===== config.mk =====
export PLATFORM = sky130hd
export DESIGN_NAME = mbx_resp_top
export DESIGN_NICKNAME = d
export VERILOG_FILES = /design/src/rtl/mbx_resp_pkg.sv /design/src/rtl/mbx_resp_decode.sv /design/src/rtl/mbx_resp_msg.sv /design/src/rtl/mbx_resp_ring.sv /design/src/rtl/mbx_resp_top.sv
export SDC_FILE = /design/constraint.sdc
export NUM_CORES = 1
export LEC_CHECK = 0
export BUFFER_PORTS_ARGS = -buffer_cell sky130_fd_sc_hd__buf_4
export CAP_MARGIN = 20
export CORE_MARGIN = 3
export CORE_UTILIZATION = 53
export CTS_CLUSTER_SIZE = 8
export DETAILED_ROUTE_END_ITERATION = 8
export PLACE_DENSITY = 0.86
export SLEW_MARGIN = 0
export SYNTH_ARGS = -nofsm -noshare
export SYNTH_HDL_FRONTEND = slang
export SYNTH_HIERARCHICAL = 1
export SYNTH_SLANG_ARGS = --single-unit

===== constraint.sdc =====
create_clock -name clk -period 5.6 [get_ports clk]
set_input_delay 0.84 -clock clk [delete_from_list [all_inputs] [get_ports clk]]
set_output_delay 0.84 -clock clk [all_outputs]
set_load 0.02 [all_outputs]

===== src/rtl/mbx_resp_pkg.sv =====
package mbx_resp_pkg;
   localparam int DW     = 32;
   localparam int NSLOT  = 7;

   localparam int SL_STATUS = 0;
   localparam int SL_ARMED  = 1;
   localparam int SL_CMD    = 2;
   localparam int SL_RLO    = 3;
   localparam int SL_RHI    = 4;
   localparam int SL_RSZ    = 5;
   localparam int SL_FWRDY  = 6;

   localparam logic [DW-1:0] READY_WORD = 32'h8000_0000;
   localparam logic [DW-1:0] ARM_KEY    = 32'h0001_0000;
   localparam logic [DW-1:0] ARM_WORD   = 32'h0DF4_0B31;
   localparam logic [DW-1:0] CMD_BIAS   = 32'h8000_0000;
   localparam logic [DW-1:0] FW_ALIVE   = 32'h0000_0001;
endpackage


===== src/rtl/mbx_resp_decode.sv =====
module mbx_resp_decode #(
   parameter int ADDR_W = 8,
   parameter int NSLOT  = 7,
   parameter logic [NSLOT*ADDR_W-1:0] OFS_TABLE = '0
) (
   input  logic [ADDR_W-1:0] addr,
   output logic [NSLOT-1:0]  sel
);
   for (genvar i = 0; i < NSLOT; i++) begin : g_cmp
      assign sel[i] = (addr == OFS_TABLE[i*ADDR_W +: ADDR_W]);
      for (genvar j = i + 1; j < NSLOT; j++) begin : g_uniq
         if (OFS_TABLE[i*ADDR_W +: ADDR_W] == OFS_TABLE[j*ADDR_W +: ADDR_W]) begin : g_dup
            $error("mbx_resp_decode: two slots share one offset");
         end
      end
   end
endmodule


===== src/rtl/mbx_resp_msg.sv =====
module mbx_resp_msg
   import mbx_resp_pkg::*;
(
   input  logic          clk,
   input  logic          rst_n,
   input  logic          wr_status,
   input  logic          wr_cmd,
   input  logic [DW-1:0] wdata,
   output logic [DW-1:0] armed_val,
   output logic [DW-1:0] cmd_val
);
   logic          armed_q;
   logic [DW-1:0] cmd_q;

   always_ff @(posedge clk) begin
      if (!rst_n) begin
         armed_q <= 1'b0;
         cmd_q   <= '0;
      end else begin
         if (wr_status && (wdata == ARM_KEY)) armed_q <= 1'b1;
         if (wr_cmd) cmd_q <= wdata;
      end
   end

   assign armed_val = armed_q ? ARM_WORD : '0;
   assign cmd_val   = CMD_BIAS + cmd_q;

   // once armed, the answer stays until reset
   a_r4_armed_sticky: assert property (@(posedge clk) disable iff (!rst_n)
      (armed_val == ARM_WORD) |=> (armed_val == ARM_WORD));

   // key write arms
   a_r4_key_arms: assert property (@(posedge clk) disable iff (!rst_n)
      (wr_status && wdata == ARM_KEY) |=> (armed_val == ARM_WORD));

   // command echo with bias
   a_r5_cmd_echo: assert property (@(posedge clk) disable iff (!rst_n)
      wr_cmd |=> (cmd_val == CMD_BIAS + $past(wdata)));
endmodule


===== src/rtl/mbx_resp_ring.sv =====
module mbx_resp_ring #(
   parameter int          DW          = 32,
   parameter int          RING_W      = 64,
   parameter logic [63:0] LISTEN_BIAS = 64'hC
) (
   input  logic              clk,
   input  logic              rst_n,
   input  logic              wr_lo,
   input  logic              wr_hi,
   input  logic              wr_size,
   input  logic [DW-1:0]     wdata,
   input  logic [RING_W-1:0] sys_base,
   output logic [RING_W-1:0] ring_base,
   output logic [DW-1:0]     ring_size,
   output logic [RING_W-1:0] listen_addr
);
   localparam int HALF = RING_W / 2;

   if (RING_W != 2 * DW) begin : g_bad_width
      $error("mbx_resp_ring: ring base must be two data words wide");
   end

   logic [RING_W-1:0] next_base;

   always_comb begin
      next_base = ring_base;
      if (wr_lo) next_base[HALF-1:0]      = wdata;
      if (wr_hi) next_base[RING_W-1:HALF] = wdata;
   end

   always_ff @(posedge clk) begin
      if (!rst_n) begin
         ring_base   <= '0;
         ring_size   <= '0;
         listen_addr <= '0;
      end else begin
         if (wr_lo || wr_hi) begin
            ring_base   <= next_base;
            listen_addr <= next_base - sys_base + RING_W'(LISTEN_BIAS);
         end
         if (wr_size) ring_size <= wdata;
      end
   end

   // recompute after a ring write
   a_r7_listen_update: assert property (@(posedge clk) disable iff (!rst_n)
      (wr_lo || wr_hi) |=> (listen_addr == ring_base - $past(sys_base) + RING_W'(LISTEN_BIAS)));

   // hold when no ring write
   a_r7_listen_hold: assert property (@(posedge clk) disable iff (!rst_n)
      !(wr_lo || wr_hi) |=> $stable(listen_addr));

   // low write leaves high half alone
   a_r6_halves: assert property (@(posedge clk) disable iff (!rst_n)
      (wr_lo && !wr_hi) |=> (ring_base[RING_W-1:HALF] == $past(ring_base[RING_W-1:HALF])));
endmodule


===== src/rtl/mbx_resp_top.sv =====
module mbx_resp_top
   import mbx_resp_pkg::*;
#(
   parameter int          ADDR_W      = 8,
   parameter int          OFS_STATUS  = 'h23,
   parameter int          OFS_ARMED   = 'h51,
   parameter int          OFS_CMD     = 'h40,
   parameter int          OFS_RLO     = 'h45,
   parameter int          OFS_RHI     = 'h46,
   parameter int          OFS_RSZ     = 'h47,
   parameter int          OFS_FWRDY   = 'h5A,
   parameter bit          REG_RDATA   = 1'b1,
   parameter logic [63:0] LISTEN_BIAS = 64'hC
) (
   input  logic              clk,
   input  logic              rst_n,
   input  logic              bus_wr,
   input  logic              bus_rd,
   input  logic [ADDR_W-1:0] bus_addr,
   input  logic [DW-1:0]     bus_wdata,
   input  logic [63:0]       sys_base,
   output logic [DW-1:0]     rd_data,
   output logic              rd_valid,
   output logic [63:0]       listen_addr
);
   localparam int RING_W = 2 * DW;
   localparam int OFS_MAX = (1 << ADDR_W) - 1;
   localparam logic [NSLOT*ADDR_W-1:0] OFS_TABLE = {
      ADDR_W'(OFS_FWRDY), ADDR_W'(OFS_RSZ), ADDR_W'(OFS_RHI), ADDR_W'(OFS_RLO),
      ADDR_W'(OFS_CMD), ADDR_W'(OFS_ARMED), ADDR_W'(OFS_STATUS)};

   if (ADDR_W < 3 || ADDR_W > 30) begin : g_bad_aw
      $error("mbx_resp_top: ADDR_W out of range");
   end
   if (OFS_STATUS > OFS_MAX || OFS_ARMED > OFS_MAX || OFS_CMD > OFS_MAX ||
       OFS_RLO > OFS_MAX || OFS_RHI > OFS_MAX || OFS_RSZ > OFS_MAX ||
       OFS_FWRDY > OFS_MAX) begin : g_bad_ofs
      $error("mbx_resp_top: an offset does not fit in ADDR_W");
   end

   logic [NSLOT-1:0]  sel;
   logic [NSLOT-1:0]  wsel;
   logic [DW-1:0]     slot_val [NSLOT];
   logic [DW-1:0]     armed_val, cmd_val, ring_size;
   logic [RING_W-1:0] ring_base;
   logic [DW-1:0]     rd_mux;

   mbx_resp_decode #(.ADDR_W(ADDR_W), .NSLOT(NSLOT), .OFS_TABLE(OFS_TABLE)) u_dec (
      .addr (bus_addr),
      .sel  (sel)
   );

   assign wsel = bus_wr ? sel : '0;

   mbx_resp_msg u_msg (
      .clk       (clk),
      .rst_n     (rst_n),
      .wr_status (wsel[SL_STATUS]),
      .wr_cmd    (wsel[SL_CMD]),
      .wdata     (bus_wdata),
      .armed_val (armed_val),
      .cmd_val   (cmd_val)
   );

   mbx_resp_ring #(.DW(DW), .RING_W(RING_W), .LISTEN_BIAS(LISTEN_BIAS)) u_ring (
      .clk         (clk),
      .rst_n       (rst_n),
      .wr_lo       (wsel[SL_RLO]),
      .wr_hi       (wsel[SL_RHI]),
      .wr_size     (wsel[SL_RSZ]),
      .wdata       (bus_wdata),
      .sys_base    (sys_base),
      .ring_base   (ring_base),
      .ring_size   (ring_size),
      .listen_addr (listen_addr)
   );

   assign slot_val[SL_STATUS] = READY_WORD;
   assign slot_val[SL_ARMED]  = armed_val;
   assign slot_val[SL_CMD]    = cmd_val;
   assign slot_val[SL_RLO]    = ring_base[DW-1:0];
   assign slot_val[SL_RHI]    = ring_base[RING_W-1:DW];
   assign slot_val[SL_RSZ]    = ring_size;
   assign slot_val[SL_FWRDY]  = FW_ALIVE;

   always_comb begin
      rd_mux = '0;
      for (int i = 0; i < NSLOT; i++) begin
         if (sel[i]) rd_mux = rd_mux | slot_val[i];
      end
   end

   if (REG_RDATA) begin : g_reg_rd
      always_ff @(posedge clk) begin
         if (!rst_n) begin
            rd_data  <= '0;
            rd_valid <= 1'b0;
         end else begin
            rd_data  <= bus_rd ? rd_mux : '0;
            rd_valid <= bus_rd;
         end
      end

      // one-cycle read latency
      a_r2_valid_follows: assert property (@(posedge clk) disable iff (!rst_n)
         bus_rd |=> rd_valid);
      // idle bus shows zero
      a_r2_idle_zero: assert property (@(posedge clk) disable iff (!rst_n)
         !bus_rd |=> (!rd_valid && rd_data == '0));
      // status always ready
      a_r3_status_ready: assert property (@(posedge clk) disable iff (!rst_n)
         (bus_rd && bus_addr == ADDR_W'(OFS_STATUS)) |=> (rd_data == READY_WORD));
      // firmware-alive constant
      a_r9_fw_alive: assert property (@(posedge clk) disable iff (!rst_n)
         (bus_rd && bus_addr == ADDR_W'(OFS_FWRDY)) |=> (rd_data == FW_ALIVE));
   end else begin : g_comb_rd
      assign rd_data  = (rst_n && bus_rd) ? rd_mux : '0;
      assign rd_valid = rst_n && bus_rd;
   end

   // at most one slot decoded
   a_r2_onehot_sel: assert property (@(posedge clk) disable iff (!rst_n)
      $onehot0(sel));
endmodule


# Word level (Yosys, flattened, before mapping)
# Cells that the tools add are included.
op_classes:
  add_sub_neg: 3
  n_eq_ne: 8
  n_mux: 11
  bitwise_logic: 5
  n_reduce_logical: 3
ops:
  columns: ["cell", "count"]
  rows:
  - ["$mux 32", 8]
  - ["$or 32x32->32", 5]
  - ["$add 64x4->64 const B", 1]
  - ["$sub 64x64->64", 1]
  - ["$eq 8x7->1 const B", 6]
  - ["$add 32x32->32 const A", 1]
  - ["$eq 32x17->1 const B", 1]
  - ["$mux 28", 1]
  - ["$eq 8x6->1 const B", 1]
  - ["$mux 6", 1]
  - ["$reduce_and 2->1", 1]
  - ["$logic_and 1x1->1", 1]
  - ["$logic_or 1x1->1", 1]
  - ["$mux 1", 1]
totals:
  ff_bits: 226
  in_bits: 108
  out_inout_bits: 97
  elab_cells: 37

# Logic depth before layout (Yosys ltp)
depth:
  ltp_word: 13
  ltp_mapped: 21
  depth_no_buf: 17

# Hierarchy
# Netlist, hierarchy kept.
modules_own_cells:
  columns: ["mod", "instances", "cells_each", "area_each_um2", "seq_area_each_um2"]
  rows:
  - ["mbx_resp_ring", 1, 1255, 10540.1, 3203.1]
  - ["mbx_resp_msg", 1, 183, 1825.5, 660.6]
  - ["mbx_resp_top", 1, 160, 1559.0, 660.6]
  - ["mbx_resp_decode", 1, 17, 135.1, 0.0]

# Worst setup path after synthesis
# OpenSTA, ideal clock, no wires.
synth_timing:
  path_kind: "input to register"
  startpoint: "in bus_addr[4]"
  endpoint: "reg u_ring.listen_addr[57]"
  setup_ps: 117
  arrival_ps: 5464
  required_time_ps: 5483
  slack_ps: 18
  stages: 20
  n_path_buf: 4
  path_cell_list: "or4b_4 nor3_1 buf_2 buf_2 and2_1 clkbuf_1 clkbuf_1 mux2_2 ha_1 ha_1 fa_1 a21oi_1 o211ai_1 and2_1 a32oi_1 a21oi_1 o211a_1 o2111ai_1 nand3_1 a32o_1"
synth_via:
  elab_chain_len: 5
  elab_cells_between_ends: 8
synth_lines:
  columns: ["item", "line", "source"]
  rows:
  - ["start, declared", "mbx_resp_top.sv:19", "input logic [ADDR_W-1:0] bus_addr,"]
  - ["$eq 8x7->1", "mbx_resp_decode.sv:10", "assign sel[i] = (addr == OFS_TABLE[i*ADDR_W +: ADDR_W]);"]
  - ["net sel[3]", "mbx_resp_top.sv:41", "logic [NSLOT-1:0] sel;"]
  - ["$mux 6", "mbx_resp_top.sv:53", "assign wsel = bus_wr ? sel : '0;"]
  - ["net wsel[3]", "mbx_resp_top.sv:42", "logic [NSLOT-1:0] wsel;"]
  - ["$mux 32", "mbx_resp_ring.sv:27", "if (wr_lo) next_base[HALF-1:0] = wdata;"]
  - ["net u_ring.next_base[1]", "mbx_resp_ring.sv:23", "logic [RING_W-1:0] next_base;"]
  - ["$sub 64x64->64", "mbx_resp_ring.sv:39", "listen_addr <= next_base - sys_base + RING_W'(LISTEN_BIAS);"]
  - ["$add 64x4->64", "mbx_resp_ring.sv:39", null]
  - ["end signal, assigned", "mbx_resp_ring.sv:39", null]
  - ["end, declared", "mbx_resp_ring.sv:15", "output logic [RING_W-1:0] listen_addr"]
# The timed path passes the listed nets, and every way through them passes these cells.
# A chain may end at the register's enable or synchronous reset.

# Worst setup path after layout
layout_timing:
  startpoint: "in bus_addr[4]"
  endpoint: "reg u_ring.listen_addr[63]"
layout_via:
  elab_chain_len: 5
  elab_cells_between_ends: 8
layout_lines:
  columns: ["item", "line", "source"]
  rows:
  - ["$eq 8x7->1", "mbx_resp_decode.sv:10", null]
  - ["net sel[4]", "mbx_resp_top.sv:41", null]
  - ["$mux 6", "mbx_resp_top.sv:53", null]
  - ["net wsel[4]", "mbx_resp_top.sv:42", null]
  - ["$mux 32", "mbx_resp_ring.sv:28", "if (wr_hi) next_base[RING_W-1:HALF] = wdata;"]
  - ["net u_ring.next_base[48]", "mbx_resp_ring.sv:23", null]
  - ["$sub 64x64->64", "mbx_resp_ring.sv:39", null]
  - ["$add 64x4->64", "mbx_resp_ring.sv:39", null]
# The timed path passes the listed nets, and every way through them passes these cells.

==> metrics.txt <==
Synth Area per Inst between 8 and 9 um2; CP Max Fanout 23; minimum clock period after layout around 5.4 ns; internal power about 2.9 mW; min-delay worst type reg2reg; top cell type's share of synthesized area 0.3218; post-route setup TNS 0 ns; failing checks DRC; Net Sw Power 0.9197 mW; ys flop type dfxtp_1; Post-synth EDFFs 0; YS warnings 6; via count roughly 13000; pin count of the biggest net entering global routing 67; Core Footprint approximately 26000 um2; PnR worst setup slack about 0.25 ns; post-place setup slack -0.1317 ns; area grow syn2layout 17.02%; CTS Buf Count 34; RSZ-0062 raised after global routing no; max cap viols 0; Port Buffers slightly above 200; Starting Density 0.5488; dpl cells just over 2000; CP Class in2reg; cell row count slightly below 60; DP Wirelength 33480 um; root buffer cell clkbuf_16; worst clock skew approximately 0.014 ns; final hold vios 0; Max IR drop VDD between 0.2 and 0.25 mV; clock buffer depth 3; antenna cell count 0; synthesized area between 10000 and 15000 um2; max_slew headroom 0.2447; pwr dens about 230 nW/um2; CTS sink cnt between 200 and 250; postcts setup bufs 0; Critical Path AT 5.71 ns; ys async rst share 0; Die Y 168.9 um; Slew Limit Fails 0; kind of end point of the critical path register; DR DRC count 6; fin util 0.6423; die outline width 168.9 um; wire length per cell 21.50 um; Clock H-tree levels 2; status finished with violations; DRT Pass-1 Iters 9; Worst EP required approximately 6 ns; GPL Wtd Cong ~1.1; Clk pwr share 0.486; grt ovf 0; Filler Cell Count 2097; Seq cells post-synth between 200 and 250; crit share post-route 0.9555; sw frac 0.2429; share of cells above drive strength 1 0.2137; first-pass GRT wire length ~69000 um; Leakage 7.248 nW; overall power between 3 and 4 mW; synth top area cells dfxtp_1, ha_1, mux2i_1; gate count of the mapped netlist approximately 1600; I/O pin cnt approximately 210; share of power burned in registers 0.427; gr usage total 0.3025; FF-to-FF End u_ring/listen_addr[54]$_SDFFE_PN0P_; # nets final 1994; FF-to-FF setup slack about 1.9 ns; top cell type by total area after synthesis dfxtp_1; Hold EP u_ring/listen_addr[58]$_SDFFE_PN0P_; post_cts resized 0; WHS Path Cells 2; via count of the first global-routing pass about 13000; CTS tree yes; WL final between 40000 and 50000 um; Non-Filler Instances 2094; Yosys cell types just under 80; DR iter-0 viols between 1000 and 1500; Seq/Total Area, Yosys 0.3218; Worst R2R Start u_ring/ring_base[2]$_SDFFE_PN0P_; r2r worst-path depth 13; Hold Buf Count CTS 0; die area 28520 um2; drt via density a little over 6; antenna violations before repair 1; Worst Setup Start Kind primary input; Worst-Margin Slew between 1 and 1.5 ns; Hold Startpoint u_ring/listen_addr[58]$_SDFFE_PN0P_; antenna viol nets, final 0; Final Setup Violations 0; fmax about 190 MHz; Clk Latency, worst-skew pair ~0.51 ns; clock-pin slew on the worst setup and hold paths 0.05 ns; Comb pwr share 0.087
==> cell type report <==
type	count	area, um2	area share
clock buffer	37	893.4	0.05430
clock inverter	3	33.78	0.002053
multi-input combinational	1163	8391	0.5100
sequential	226	4524	0.2750
tap	330	412.9	0.02510
inverter	91	341.6	0.02076
timing repair buffer	244	1857	0.1129
==> cells in the mapped netlist (4+ instances only) <==
master / number
and3_1: 8
nor4_1: 13
nand2b_1: 4
nand3_1: 34
o21ai_1: 8
xnor2_1: 27
a22oi_1: 35
o211ai_1: 9
a311oi_1: 4
a21oi_1: 123
or2_2: 5
o21ai_0: 43
buf_2: 19
dfxtp_1: 226
mux2i_1: 74
nand2_1: 130
clkbuf_1: 57
o21bai_1: 11
o31ai_2: 4
nor2_1: 102
a32o_1: 4
xor2_1: 19
nand4_1: 14
nor3_1: 18
o21a_1: 9
and2_1: 76
a21o_1: 31
a222oi_1: 30
o31ai_1: 4
buf_4: 65
inv_1: 91
a31oi_1: 10
mux2_2: 60
a211oi_1: 10
ha_1: 125
or3_1: 6
nor2b_1: 38
buf_6: 7
==> stage by stage <==
stage / area [um2] / hold WS (ns)
floorplan: 14120 / 0.4611
global route: 16450 / 0.4763
detailed placement: 15530 / 0.4455
finish: 16450 / 0.4496
CTS: 16450 / 0.4527
global placement: 15530 / 0.4431
==> worst max path at each step <==
stage	from	end	slack (ns)	cells past startpoint
after global routing	bus_addr[4]	u_ring/listen_addr[54]$_SDFFE_PN0P_	0.09	18
final	bus_addr[4]	u_ring/listen_addr[63]$_SDFFE_PN0P_	0.25	17
after CTS	bus_addr[4]	u_ring/listen_addr[54]$_SDFFE_PN0P_	0.37	18
after global placement	bus_addr[4]	u_ring/listen_addr[59]$_SDFFE_PN0P_	-0.05	18
after detailed placement	bus_addr[4]	u_ring/listen_addr[54]$_SDFFE_PN0P_	-0.13	18
after floorplan	bus_addr[4]	u_ring/listen_addr[57]$_SDFFE_PN0P_	0.02	20
==> sequential cells by signal (all words and copies together), names as in the netlist <==
signal,flops
u_ring/listen_addr,64
u_msg/armed_q,1
u_msg/cmd_q,32
rd_data,32
u_ring/ring_size,32
rd_valid,1
u_ring/ring_base,64
==> worst max-delay path: stages <==
cell      delay, ns
buf_4          0.13
or4b_4         0.58
nor4_4         0.26
and2_1         0.23
buf_12         0.21
buf_4          0.27
mux2_2         0.41
ha_1           0.29
ha_1           0.43
nand4_1        0.18
or4b_1         0.54
or2_2          0.33
o21bai_1       0.17
nand3_1        0.23
a31oi_1        0.14
xnor2_1        0.35
o21ai_1        0.10
==> routing by layer <==
| layer | GRT usage | routed length (um) | vias up |
|---|---|---|---|
| met2 | 0.4603 | 19620 | 719 |
| met1 | 0.4236 | 19390 | 5955 |
| met4 | 0.1103 | 1486 | 0 |
| met5 | 0 | 0 | - |
| li1 | - | - | 5934 |
| met3 | 0.06492 | 4523 | 112 |
==> kinds of logic (layout without fill, tap and decap cells) <==
| family | Yosys count | in the layout | share of synthesized area |
|---|---|---|---|
| flip-flops | 226 | 226 | 0.3218 |
| buffers and inverters | 243 | 375 | 0.08775 |
| adder cells (fa/ha/maj) | 126 | 126 | 0.1127 |
| AND/OR/NAND/NOR | 466 | 466 | 0.1676 |
| other | 1 | 18 | 0.0002667 |
| AO/OA/AOI/OAI | 373 | 373 | 0.1806 |
| XOR/XNOR | 46 | 46 | 0.02866 |
| multiplexers | 134 | 134 | 0.1007 |
==> cell usage in the layout, fill, tap and decap left out, types with 10 or more instances in the layout <==
cell / n
conb_1: 18
buf_4: 242
nand3_1: 34
nor2b_1: 38
a211oi_1: 10
nor3_1: 17
and2_1: 74
a222oi_1: 30
nor2_1: 100
xor2_1: 19
a31oi_1: 10
o21ai_0: 43
dfxtp_1: 226
clkbuf_16: 35
mux2i_1: 74
nand4_1: 14
nor4_1: 11
a21o_1: 31
nand2_1: 130
o21bai_1: 11
xnor2_1: 27
a22oi_1: 35
a21oi_1: 123
ha_1: 125
inv_1: 90
mux2_2: 60
==> power by group through the flow <==
| stage | clock (mW) | combinational (mW) | sequential, mW |
|---|---|---|---|
| floorplan | 0 | 0.171 | 1.65 |
| global placement | 0 | 0.318 | 1.65 |
| detailed placement | 0 | 0.320 | 1.65 |
| CTS | 1.86 | 0.323 | 1.62 |
| global route | 1.93 | 0.355 | 1.61 |
| finish | 1.84 | 0.331 | 1.62 |
(Power assumes the default switching activity.)
